$ cat config.mk
export PLATFORM = sky130hd
export DESIGN_NAME = peer_doorbell_regs
export DESIGN_NICKNAME = d
export VERILOG_FILES = /design/src/rtl/peer_doorbell_regs.sv
export SDC_FILE = /design/constraint.sdc
export NUM_CORES = 1
export LEC_CHECK = 0
export ABC_AREA = 1
export BUFFER_PORTS_ARGS = -buffer_cell sky130_fd_sc_hd__buf_2
export CORE_ASPECT_RATIO = 2
export CORE_MARGIN = 3
export CORE_UTILIZATION = 35
export DETAILED_ROUTE_END_ITERATION = 8
export PLACE_DENSITY = 0.69
export REMOVE_ABC_BUFFERS = 1
export SLEW_MARGIN = 20
export SYNTH_ARGS = -nofsm -noshare
export SYNTH_HDL_FRONTEND = slang
export SYNTH_SLANG_ARGS = --single-unit
$ cat constraint.sdc
create_clock -name clk -period 2.6 [get_ports clk]
set_clock_uncertainty 0.1 [all_clocks]
set_input_delay 0.13 -clock clk [delete_from_list [all_inputs] [get_ports clk]]
set_output_delay 0.13 -clock clk [all_outputs]
set_load 0.05 [all_outputs]
$ cat src/rtl/peer_doorbell_regs.sv
module peer_doorbell_regs #(
  parameter int ADDR_W  = 10,
  parameter int ID_W    = 16,
  parameter int NUM_VEC = 4
) (
  input  logic              clk,
  input  logic              rst_n,
  input  logic              msg_mode,
  input  logic              ready,
  input  logic [ID_W-1:0]   self_id,
  input  logic              req_valid,
  input  logic              req_write,
  input  logic [ADDR_W-1:0] req_addr,
  input  logic [31:0]       req_wdata,
  output logic              rd_valid,
  output logic [31:0]       rd_data,
  input  logic              peer_event,
  output logic              irq,
  output logic              db_strobe,
  output logic [15:0]       db_dest,
  output logic [15:0]       db_vector
);
  localparam int WORD_W = ADDR_W - 2;
  localparam logic [WORD_W-1:0] W_EN   = WORD_W'(0);
  localparam logic [WORD_W-1:0] W_FLAG = WORD_W'(1);
  localparam logic [WORD_W-1:0] W_ID   = WORD_W'(2);
  localparam logic [WORD_W-1:0] W_DB   = WORD_W'(3);
  localparam logic [16:0] VEC_LIM = 17'(NUM_VEC);

  logic [31:0] en_q;
  logic        stat_q;
  logic [31:0] rd_mux;

  wire [WORD_W-1:0] word = req_addr[ADDR_W-1:2];
  wire wr     = req_valid &  req_write;
  wire rd     = req_valid & ~req_write;
  wire ev_in  = peer_event & ~msg_mode;
  wire vec_ok = ~msg_mode | ({1'b0, req_wdata[15:0]} < VEC_LIM);
  wire ring   = wr & (word == W_DB) & vec_ok;
  wire clr    = (rd & (word == W_FLAG)) | (wr & (word == W_FLAG) & ~req_wdata[0]);
  wire [31:0] id_word = ready ? 32'(self_id) : 32'hFFFF_FFFF;

  always_comb begin
    case (word)
      W_EN:    rd_mux = en_q;
      W_FLAG:  rd_mux = {31'b0, stat_q};
      W_ID:    rd_mux = id_word;
      default: rd_mux = 32'b0;
    endcase
  end

  always_ff @(posedge clk or negedge rst_n) begin
    if (!rst_n) begin
      en_q      <= '0;
      stat_q    <= 1'b0;
      rd_valid  <= 1'b0;
      rd_data   <= '0;
      db_strobe <= 1'b0;
      db_dest   <= '0;
      db_vector <= '0;
    end else begin
      if (wr && word == W_EN) en_q <= req_wdata;
      if (ev_in)              stat_q <= 1'b1;
      else if (clr)           stat_q <= 1'b0;
      rd_valid  <= rd;
      if (rd) rd_data <= rd_mux;
      db_strobe <= ring;
      if (ring) begin
        db_dest   <= req_wdata[31:16];
        db_vector <= req_wdata[15:0];
      end
    end
  end

  assign irq = |(en_q & {31'b0, stat_q});
endmodule


# == Yosys cells after proc, flatten, opt, wreduce, memory -nomap -nowiden ==
# Index checks and enable logic that the tools add are counted.
# Widths: inputs -> output; s select.
# totals
input_bits,65
output_inout_bits,67
word_cells,33
ff_bits,99
# classes
n_reduce_logical,4
n_bitwise,14
mux,4
order_cmp,1
eq_ne,3
# op_table
operator,n
$pmux 32 s3,1
$and 32x1->32,1
$mux 32,1
$reduce_or 32->1,1
$eq 8x2->1 const B,2
$lt 16x3->1 const B,1
$and 1x1->1,8
$eq 8x1->1 const B,1
$logic_not 8->1,1
$not 1->1,3
$mux 1,2
$or 1x1->1,2
$reduce_bool 2->1,1
$logic_and 1x1->1,1

# == Longest topological paths before layout ==
# Gate-level depths: netlist (run 1).
# logic_depth
ltp_word,6
depth_mapped,9
ltp_nobuf,8

# == Worst setup path after synthesis (run 1) ==
# OpenSTA, ideal clock, no wires.
# synth_timing
kind,input-to-reg
from,in req_addr[7]
to,reg db_dest[0]
arrival_time_ps,1026
path_buffers,1
stages,7
setup_ps,119
slack_ps,1355
required_ps,2381
path_cell_list,nor2_2 -> nand2_2 -> nor3_4 -> nand2_4 -> buf_6 -> nand2_1 -> nand2_1
# synth_between
elab_chain_cells,3
# synth_rtl
item,line_no,source
from (decl),13,"input logic [ADDR_W-1:0] req_addr,"
$eq 8x2->1,39,wire ring = wr & (word == W_DB) & vec_ok;
$and 1x1->1 (2 in a row),39,
to (signal assigned),69,db_dest <= req_wdata[31:16];
to (decl),20,"output logic [15:0] db_dest,"
# Every way passes these cells.
# A chain may end at the register's enable or synchronous reset.

# == Final worst setup path (run 1) ==
# layout_timing
from,in req_wdata[13]
to,reg db_dest[11]
# layout_between
elab_chain_cells,3
# layout_rtl
item,line_no,source
from (decl),14,"input logic [31:0] req_wdata,"
$lt 16x3->1,38,"wire vec_ok = ~msg_mode | ({1'b0, req_wdata[15:0]} < VEC_LIM);"
$or 1x1->1,38,
$and 1x1->1,39,
# Every way passes these cells.

==> results of run 1 <==
## layout make-up
type	instances	area (um^2)	area share [%]
Clock buffer	9	225	3.92
Clock inverter	6	50.0	0.871
Inverter	15	56.3	0.979
Multi-Input combinational cell	406	1680	29.2
Sequential cell	99	2480	43.1
Tap cell	147	184	3.20
Timing Repair Buffer	173	1080	18.8
## sequential cells by signal, summed over array words and instances (netlist names)
| name | count |
|---|---|
| stat_q | 1 |
| rd_valid | 1 |
| en_q | 32 |
| rd_data | 32 |
| db_strobe | 1 |
| db_dest | 16 |
| db_vector | 16 |
## critical path, stage by stage
cell           delay, ps
dlygate4sd3_1        540
buf_2                150
nor2_1               100
nand2_1               60
nor2_1               120
nand2_1               70
nand2_1              120
buf_4                340
nand3_1              140
nand2_1               90
## power groups by stage
stage	Clock [mW]	Combinational, mW	Sequential (mW)
final	1.25	0.272	1.57
after global routing	1.34	0.299	1.58
after CTS	1.29	0.273	1.57
after detailed placement	0	0.233	1.60
after global placement	0	0.231	1.60
after floorplan	0	0.0636	1.64
## repair_timing
item | 4_1_cts | 5_1_grt
endpoints found under the hold margin | 120 | 0
hold buffers | 35 | 0
setup endpoints to repair | 0 | 0
## worst min-delay path by stage
stage               slack, ps       start                 endpoint  cells after the start
floorplan                -270       rst_n   db_dest[0]$_DFFE_PN0P_                      0
global placement          130       rst_n  rd_data[26]$_DFFE_PN0N_                      1
detailed placement        140       rst_n  rd_data[26]$_DFFE_PN0N_                      1
CTS                        30  self_id[8]   rd_data[8]$_DFFE_PN0N_                      5
global route               80  self_id[7]   rd_data[7]$_DFFE_PN0N_                      5
finish                     50  self_id[8]   rd_data[8]$_DFFE_PN0N_                      5
## through the flow
step                      setup WS (ps)  instances
after floorplan                     351        520
after global placement              844        805
after detailed placement            832        805
after CTS                           944        855
after global routing                811        855
final                               918        855
## logic make-up after synthesis
family                 after synthesis  share of synthesized area, %
AO/OA/AOI/OAI                       21                          2.40
buffers and inverters               45                          5.28
AND/OR/NAND/NOR                    385                          35.9
flip-flops                          99                          56.5
## cell usage after synthesis
| cell type | number |
|---|---|
| o21ai_0 | 17 |
| nand2_4 | 1 |
| buf_1 | 4 |
| dfrtp_1 | 99 |
| nor2_2 | 3 |
| nor3_4 | 1 |
| inv_1 | 13 |
| inv_2 | 2 |
| o21ai_1 | 4 |
| buf_6 | 6 |
| nand3_2 | 1 |
| clkbuf_1 | 6 |
| nor2_4 | 1 |
| nand3_1 | 65 |
| buf_2 | 14 |
| nand2_1 | 285 |
| nand2_2 | 1 |
| or2_2 | 1 |
| nor2_1 | 26 |
## layer usage
layer | vias up | share of wire [%]
met5 | - | 0
met4 | 0 | 3.9
met3 | 34 | 4.2
met2 | 126 | 51
met1 | 1780 | 41
li1 | 2028 | -
==> metrics.md, run 1 <==
| Metric | Value |
|---|---|
| Reg2reg end | stat_q$_DFFE_PN0P_ |
| GR peak layer | met2 |
| Worst hold margin | 47.5 ps |
| Largest net degree at the start of global routing | 59 |
| Clock network power share | 40.3% |
| Area grow syn2layout | 31.1% |
| Final Max Slew Viols | 0 |
| Pre-antenna DRT Iters | 4 |
| Die ar. | 14000 um^2 |
| Setup bufs post-CTS | 0 |
| Yosys cell types | 19 |
| Port bufs | 129 |
| Ports | 132 |
| H-tree depth | 3 |
| Slew headroom | 37.4% |
| Grt ovf | 0 |
| Final Setup Violations | 0 |
| Setup crit start | req_wdata[13] |
| Fin nets | approximately 770 |
| Area leader, netlist | dfrtp_1 |
| Register area share after synthesis | a little under three fifths |
| # rows | 57 |
| Yosys warnings | 0 |
| Overall Power | just over 3 mW |
| CTS Root Cell | clkbuf_16 |
| Routed WL per cell | 13.7 um |
| Post-route DRC | 0 |
| Sequential Power Share | 50.9% |
| Critical Path Sink | db_dest[11]$_DFFE_PN0P_ |
| Crit-path max FO | 32 |
| Sw power | 0.773 mW |
| GRT met2 Usage | slightly below 30% |
| Post-route setup TNS | 0 ps |
| Crit path capture type | flip-flop |
| DP HPWL | 8190 um |
| CTS Sinks | 99 |
| Total core area | between 10000 and 15000 um^2 |
| Peak VDD IR | between 0.3 and 0.4 mV |
| Arrival time at the worst endpoint | roughly 1900 ps |
| Initial drt markers | roughly 170 |
| Part of the cycle the worst path needs | 64.7% |
| Clk buf depth | 2 |
| Met3 Resource Use GR | 2.51% |
| Internal Pwr Total | 2.32 mW |
| Met1 Use GR | 20.5% |
| Ant diodes | 0 |
| Final instance area | 5750 um^2 |
| Switching Fraction | 25.0% |
| Synth top area share | 56.5% |
| Vias in the first global route | 3860 |
| Share of layout cells above drive strength 1 | between 20% and 30% |
| Dominant cells by area after synthesis | dfrtp_1 (56%), nand2_1 (24%), nand3_1 (7.4%) |
| Gp weighted congestion | 0.830 |
| Cell Area, Placed | 5120 um^2 |
| Leak pwr | 3.46 nW |
| Vias per cell | 4.64 |
| R2R setup slack | 1270 ps |
| Die Y-Extent | 164 um |
| Routed via count | 3968 |
| CP Class | primary input to flip-flop |
| Worst slew pin tran | 937 ps |
| Avg Synthesized Cell Area | 7.98 um^2 |
| Data required time at the worst endpoint | roughly 2800 ps |
| Status | finished, final reports clean |
| Post-Synthesis Cells | 550 |
| Initial Util | 36.0% |
| Clock transition at the registers of the reported paths | 70 ps |
| Antenna-violating nets left | 0 |
| PostCTS Resize Cnt | 0 |
| Synth Register Bits | 99 |
| Hold WC Path Type | primary input to flip-flop |
| Commonest non-fill, non-tap cell in the layout | nand2_1 |
| Pwr per Cell Area | about 540 nW/um^2 |
| Synthesized area | 4390 um^2 |
| Horiz. Die Dim | 85.2 um |
| Core Util, Final | 47.1% |
| First-pass GRT wire length | 18800 um |
| Initial antenna violation count | 0 |
| Worst-case reg-to-reg path depth | 3 |
| Highest clock rate | 0.594 GHz |
| Drt total wl | 11700 um |
| Filler Cells Inserted | about 1.2k |
| Later-pin clock latency in the skew report | 340 ps |
| Total GRT Usage | 16.9% |
| Gate power share | around 8.8% |
| Commonest non-fill, non-tap cells in the layout | nand2_1 (285), buf_2 (128), dfrtp_1 (99), nand3_1 (65), dlygate4sd3_1 (35) |
| Max_cap viols | 0 |
| Worst flop-to-flop path startpoint | stat_q$_DFFE_PN0P_ |
| Worst setup SP type | primary input |
| Fin crit period | 1680 ps |
| CTS Buf Count | 9 |
| TritonCTS clock tree | done |
| Final Hold Viols | 0 |
| RSZ-0062 raised after global routing | false |
Note: power is estimated with default switching activity, not from simulation.
==> run 2: changes to the inputs <==
clock period = 1.6 ns   (was 2.6 ns; I/O delays follow)
==> run 2 against run 1 <==
Net effect: first-iteration DRC count is 2.3% lower; hold slack worse by 35 ps; non-clock buffer count is 10 higher; critical path depth is 3 lower; register-to-register slack worse by 1000 ps; combinational power is 73% higher; flip-flop and latch count stayed put; sequential share of layout area is 1.4 points lower; clock power is 68% higher; wire length is 4.3% higher; clock-buffer cell count is 1 higher.
==> metrics.md, run 2 (synthesis results as in run 1) <==
| Metric | Value |
|---|---|
| Drt total wl | 12200 um (+4.3%) |
| Setup bufs post-CTS | 0 (unchanged) |
| Final Setup Violations | 0 (unchanged) |
| Initial antenna violation count | 0 (unchanged) |
| # rows | 57 (unchanged) |
| Share of layout cells above drive strength 1 | 24.2% (+1.0 points) |
| Multi-input logic area | 1710 um^2 (+1.6%) |
| WHS Path Cells | 5 (unchanged) |
| Routed via count | 4056 (+2.2%) |
| FF+latch area | 2480 um^2 (unchanged) |
| Status | finished, final reports clean |
| Grt ovf | 0 (unchanged) |
| Antenna-violating nets left | 0 (unchanged) |
| Port bufs | 129 (unchanged) |
| Top Registers | en_q: 32 flops, rd_data: 32 flops |
| Worst hold margin | 13.0 ps (-34.5 ps) |
| Routed WL per cell | 14.1 um (+2.9%) |
| First-pass GRT wire length | 20000 um (+6.0%) |
| Hold WC Path Type | primary input to flip-flop |
| Vias in the first global route | 4057 (+5.1%) |
| Total GRT Usage | 17.8% (+0.90 points) |
| CTS Buf Count | 9 (unchanged) |
| CP peak stage delay | 560 ps (+20 ps) |
| Ant diodes | 0 (unchanged) |
| Overall Power | 5.13 mW (+66%) |
| Pre-CTS setup slack | 129 ps (-702 ps) |
| Die ar. | 14000 um^2 (unchanged) |
| Initial Util | 36.0% (unchanged) |
| Clk buf depth | 2 (unchanged) |
| Total core area | 12200 um^2 (unchanged) |
| Reg2reg end | stat_q$_DFFE_PN0P_ |
| Filler Cells Inserted | 1193 (-1.0%) |
| Initial drt markers | 169 (-2.3%) |
| DP HPWL | 8410 um (+2.7%) |
| Worst setup SP type | primary input |
| Worst flop-to-flop path startpoint | stat_q$_DFFE_PN0P_ |
| Inst Count DP | 812 (+0.87%) |
| Final Max Slew Viols | 0 (unchanged) |
| Cell Area, Placed | 5240 um^2 (+2.2%) |
| Final instance area | 5940 um^2 (+3.3%) |
| Crit-path max FO | 2 (-94%) |
| CP Class | primary input to flip-flop |
| Hold Crit Start | self_id[11] |
| Post-route setup TNS | 0 ps (unchanged) |
| Worst min-delay path endpoint | rd_data[11]$_DFFE_PN0N_ |
| Max_cap viols | 0 (unchanged) |
| Horiz. Die Dim | 85.2 um (unchanged) |
| Worst-case reg-to-reg path depth | 3 (unchanged) |
| Peak VDD IR | 0.600 mV (+77%) |
| Commonest non-fill, non-tap cell in the layout | nand2_1 |
| Commonest non-fill, non-tap cells in the layout | nand2_1 (284), buf_2 (128), dfrtp_1 (99), nand3_1 (65), dlygate4sd3_1 (38) |
| CTS Sinks | 99 (unchanged) |
| Data required time at the worst endpoint | 1730 ps (-1050 ps) |
| CTS Root Cell | clkbuf_16 |
| Post-route DRC | 0 (unchanged) |
| R2R setup slack | 230 ps (-1040 ps) |
| Fin crit period | approximately 1600 ps |
| Later-pin clock latency in the skew report | 340 ps (about the same) |
| Crit path capture type | flip-flop |
| Leak pwr | 3.54 nW (+2.3%) |
| Ports | 132 (unchanged) |
| Clock transition at the registers of the reported paths | 70 ps (about the same) |
| Die Y-Extent | 164 um (unchanged) |
| Arrival time at the worst endpoint | 1690 ps (-170 ps) |
| Pre-antenna DRT Iters | 5 (+1) |
| Slew headroom | 66.1% (+29 points) |
| H-tree depth | 3 (unchanged) |
| Post-Layout Cell Count | 867 (+1.4%) |
| Fin nets | 780 (+1.4%) |
| Highest clock rate | 0.640 GHz |
| Slowest CP cell | dlygate4sd3_1 |
| Pwr per Cell Area | 864 nW/um^2 (+61%) |
| Gp weighted congestion | 0.871 (+5.0%) |
| Vias per cell | 4.68 (+0.80%) |
| Part of the cycle the worst path needs | 97.6% |
| RSZ-0062 raised after global routing | false |
| Largest net degree at the start of global routing | 70 (+19%) |
| Area grow syn2layout | 35.4% |
| Critical path, cell by cell | dlygate4sd3_1 -> buf_2 -> inv_1 -> o21ai_0 -> o21ai_1 -> o21ai_0 -> dlygate4sd3_1 |
| Final Hold Viols | 0 (unchanged) |
| Final worst slack | 38.0 ps (-880 ps) |
| Worst slew pin tran | 508 ps (-430 ps) |
| TritonCTS clock tree | done |
| Core Util, Final | 48.7% (+1.6 points) |
[run 2: cell types whose count changed in the layout (fill, tap and decap cells not counted), sizes merged]
| cell | change |
|---|---|
| nand2 | +1 |
| inv | +1 |
| clkinvlp | -1 |
| clkbuf | +1 |
| buf | +7 |
| dlygate4sd3 | +3 |
[run 2: critical path, delay by kind of cell]
kind            cells  cell delay (ps)
compound gates      3              320
buf+inv             4             1290
[run 2: worst max path at each step]
stage / depth (start not counted) / endpoint / from
after floorplan: 5 / en_q[0]$_DFFE_PN0P_ / req_addr[7]
after global placement: 7 / db_dest[7]$_DFFE_PN0P_ / req_addr[7]
after detailed placement: 7 / db_vector[15]$_DFFE_PN0P_ / req_addr[7]
after CTS: 10 / db_vector[15]$_DFFE_PN0P_ / req_wdata[5]
after global routing: 10 / db_dest[11]$_DFFE_PN0P_ / req_wdata[5]
final: 7 / stat_q$_DFFE_PN0P_ / req_wdata[0]
[run 2: what timing repair did]
action,CTS,global route
hold buffers,38,0
setup endpoints to repair,0,34
resized for setup,0,4
hold endpoints to repair,166,0
[run 2: metal layers]
metal | share of wire (%) | vias up | GRT usage, %
li1 | - | 2046 | -
met1 | 41 | 1846 | 21.4
met2 | 52 | 131 | 31.3
met3 | 3.6 | 33 | 2.76
met4 | 3.1 | 0 | 7.42
met5 | 0 | - | 0
[run 2: cell type report]
| class | count | share of cell area [%] |
|---|---|---|
| Tap cell | 147 | 3.10 |
| Multi-Input combinational cell | 407 | 28.7 |
| Sequential cell | 99 | 41.7 |
| Clock inverter | 6 | 0.927 |
| Clock buffer | 10 | 4.02 |
| Timing Repair Buffer | 183 | 20.6 |
| Inverter | 15 | 0.948 |
[run 2: report_power, final]
part | internal (mW) | leakage (nW) | switching [mW]
sequential | 2.54 | 1.37 | 0.0210
combinational | 0.184 | 2.02 | 0.287
clock | 1.13 | 0.146 | 0.969
==> run 3: changes to the inputs <==
CORE_UTILIZATION = 51   (was 35)
CTS_CLUSTER_SIZE = 25   (was not set)
PLACE_DENSITY = 0.9   (was 0.69)
==> run 3 against run 2 <==
Net effect: via count increased by 6.8%; die area decreased by 30%; first-iteration DRC count increased by 75%; hold slack got worse by 3.7 ps; flip-flop and latch count unchanged; sequential power about the same; power decreased by 0.98%; wire length decreased by 1.2%; largest cell class unchanged; combinational power decreased by 3%; critical path type unchanged; fmax increased by 3.0%; final cell count decreased by 6.8%; critical path depth increased by 3.
==> metrics.md, run 3 (synthesis results as in run 1) <==
| Metric | Value |
|---|---|
| TritonCTS clock tree | done |
| Die Y-Extent | 137 um (-17%) |
| Peak VDD IR | 0.785 mV (+31%) |
| Port bufs | 129 (unchanged) |
| Slowest CP cell | dlygate4sd3_1 |
| Wl on met1 | 4570 um (-8.5%) |
| Hold WC Path Type | primary input to flip-flop |
| Clock transition at the registers of the reported paths | 70 ps (about the same) |
| Highest clock rate | 0.659 GHz (+3.0%) |
| Final worst slack | 83.3 ps (+45.3 ps) |
| Final Hold Viols | 0 (unchanged) |
| CP Class | primary input to flip-flop |
| Leak pwr | 3.47 nW (-1.8%) |
| Cell Area, Placed | 5130 um^2 (-2.1%) |
| Die ar. | 9820 um^2 (-30%) |
| Drt total wl | 12000 um (-1.2%) |
| Clk buf depth | 2 (unchanged) |
| Later-pin clock latency in the skew report | 350 ps (about the same) |
| Initial antenna violation count | 0 (unchanged) |
| Status | finished, final reports clean |
| Critical path, cell by cell | dlygate4sd3_1 -> buf_2 -> nor2_1 -> nand2_1 -> nor2_1 -> nand2_1 -> nand2_2 -> buf_12 -> nand3_1 -> nand2_1 |
| Grt ovf | 0 (unchanged) |
| Post-route DRC | 0 (unchanged) |
| Total core area | 8350 um^2 (-32%) |
| Commonest non-fill, non-tap cell in the layout | nand2_1 |
| Initial drt markers | 295 (+75%) |
| Share of layout cells above drive strength 1 | 23.7% (-0.50 points) |
| Vias in the first global route | 4005 (-1.3%) |
| Overall Power | 5.08 mW (-0.98%) |
| Gp weighted congestion | 0.863 (-0.92%) |
| Slew headroom | 70.1% (+4.1 points) |
| Pwr per Cell Area | 880 nW/um^2 (+1.9%) |
| WHS Path Cells | 5 (unchanged) |
| Initial Util | 52.5% (+17 points) |
| Largest net degree at the start of global routing | 54 (-23%) |
| Fin nets | 770 (-1.3%) |
| Crit path capture type | flip-flop |
| Routed WL per cell | 14.9 um (+6.0%) |
| Met2 wire length | 6140 um (-3.7%) |
| Routed via count | 4330 (+6.8%) |
| Horiz. Die Dim | 71.6 um (-16%) |
| Antenna-violating nets left | 0 (unchanged) |
| CTS Buf Count | 9 (unchanged) |
| Area grow syn2layout | 31.5% |
| CP peak stage delay | 550 ps (about the same) |
| First-pass GRT wire length | 19300 um (-3.5%) |
| # rows | 47 (-18%) |
| Fin crit period | 1520 ps (-45.3 ps) |
| Final Max Slew Viols | 0 (unchanged) |
| Max_cap viols | 0 (unchanged) |
| CP top delay family | buffers and inverters |
| CP dominant cell by count | nand2_1 |
| Vias per cell | 5.36 (+15%) |
| Crit path buf inv count | 3 (-1) |
| Post-Layout Cell Count | 808 (-6.8%) |
| Met3 wire length | 801 um (+82%) |
| Setup bufs post-CTS | 0 (unchanged) |
| Inst Count DP | 758 (-6.7%) |
| Worst slew pin tran | 448 ps (-59.8 ps) |
| Crit-path max FO | 32 (+30) |
| CTS Root Cell | clkbuf_16 |
| Ant diodes | 0 (unchanged) |
| Post-route setup TNS | 0 ps (unchanged) |
| Total GRT Usage | 25.1% (+7.3 points) |
| Critical path depth in cells | 10 (+3) |
| H-tree depth | 3 (unchanged) |
| Final Setup Violations | 0 (unchanged) |
| CTS Sinks | 99 (unchanged) |
| Top Registers | en_q: 32 flops, rd_data: 32 flops |
| RSZ-0062 raised after global routing | false |
| Pre-antenna DRT Iters | 8 (+3) |
| Final instance area | 5770 um^2 (-2.9%) |
| Data required time at the worst endpoint | 1770 ps (+40 ps) |
| Ports | 132 (unchanged) |
| Commonest non-fill, non-tap cells in the layout | nand2_1 (284), buf_2 (127), dfrtp_1 (99), nand3_1 (65), dlygate4sd3_1 (35) |
| Top Layer Used | met4 |
| DP HPWL | 7850 um (-6.7%) |
| Arrival time at the worst endpoint | 1690 ps (about the same) |
| Pre-CTS setup slack | 49.9 ps (-79.6 ps) |
| Part of the cycle the worst path needs | 94.8% (-2.8 points) |
| Worst setup SP type | primary input |
| Worst-case reg-to-reg path depth | 3 (unchanged) |
-- run 3: where the power goes --
| part | internal (mW) | switching (mW) | leakage, nW | total, mW |
|---|---|---|---|---|
| Sequential | 2.54 | 0.0221 | 1.37 | 2.56 |
| Clock | 1.11 | 0.950 | 0.139 | 2.06 |
| Combinational | 0.174 | 0.285 | 1.96 | 0.459 |
-- run 3: final cells by class --
class                      instances  area (um^2)
fill                             620         2580
sequential                        99         2480
multi-input combinational        406         1690
timing repair buffer             174         1140
clock buffer                      10          239
tap                               98          123
inverter                          15         56.3
clock inverter                     6         47.5
-- run 3: worst paths after layout --
path | start | slack (ps) | to
setup / recovery | req_wdata[12] | 80 | db_vector[5]$_DFFE_PN0P_
hold / removal | self_id[8] | 9 | rd_data[8]$_DFFE_PN0N_
setup reg to reg | stat_q$_DFFE_PN0P_ | 250 | stat_q$_DFFE_PN0P_
hold reg to reg | db_vector[4]$_DFFE_PN0P_ | 370 | db_vector[4]$_DFFE_PN0P_
max in group asynchronous | rst_n | 690 | db_vector[8]$_DFFE_PN0P_
min in group asynchronous | rst_n | 130 | rd_data[25]$_DFFE_PN0N_
-- run 3: through the flow --
step | hold WS [ps] | utilization [%]
final | 9.38 | 69.1
after detailed placement | -43.8 | 61.4
after CTS | 3.23 | 69.0
after floorplan | -316 | -
after global placement | -56.1 | 61.4
after global routing | 45.7 | 69.1
-- run 3: worst register-to-register path: cells and delay by family (launching register included) --
kind | cells | cell delay (ps)
AO/OA/AOI/OAI | 2 | 170
buffers and inverters | 1 | 560
flip-flops | 1 | 410
-- run 3: repair_timing --
action                     in CTS  in global routing
setup endpoints to repair       0                 33
resized for setup               0                  5
hold endpoints to repair      164                  0
hold buffers                   35                  0
-- run 3: layer usage --
metal | vias up | track usage [%]
met5 | - | 0
met4 | 0 | 13.3
met3 | 51 | 5.44
met2 | 237 | 40.9
met1 | 2020 | 30.9
li1 | 2022 | -
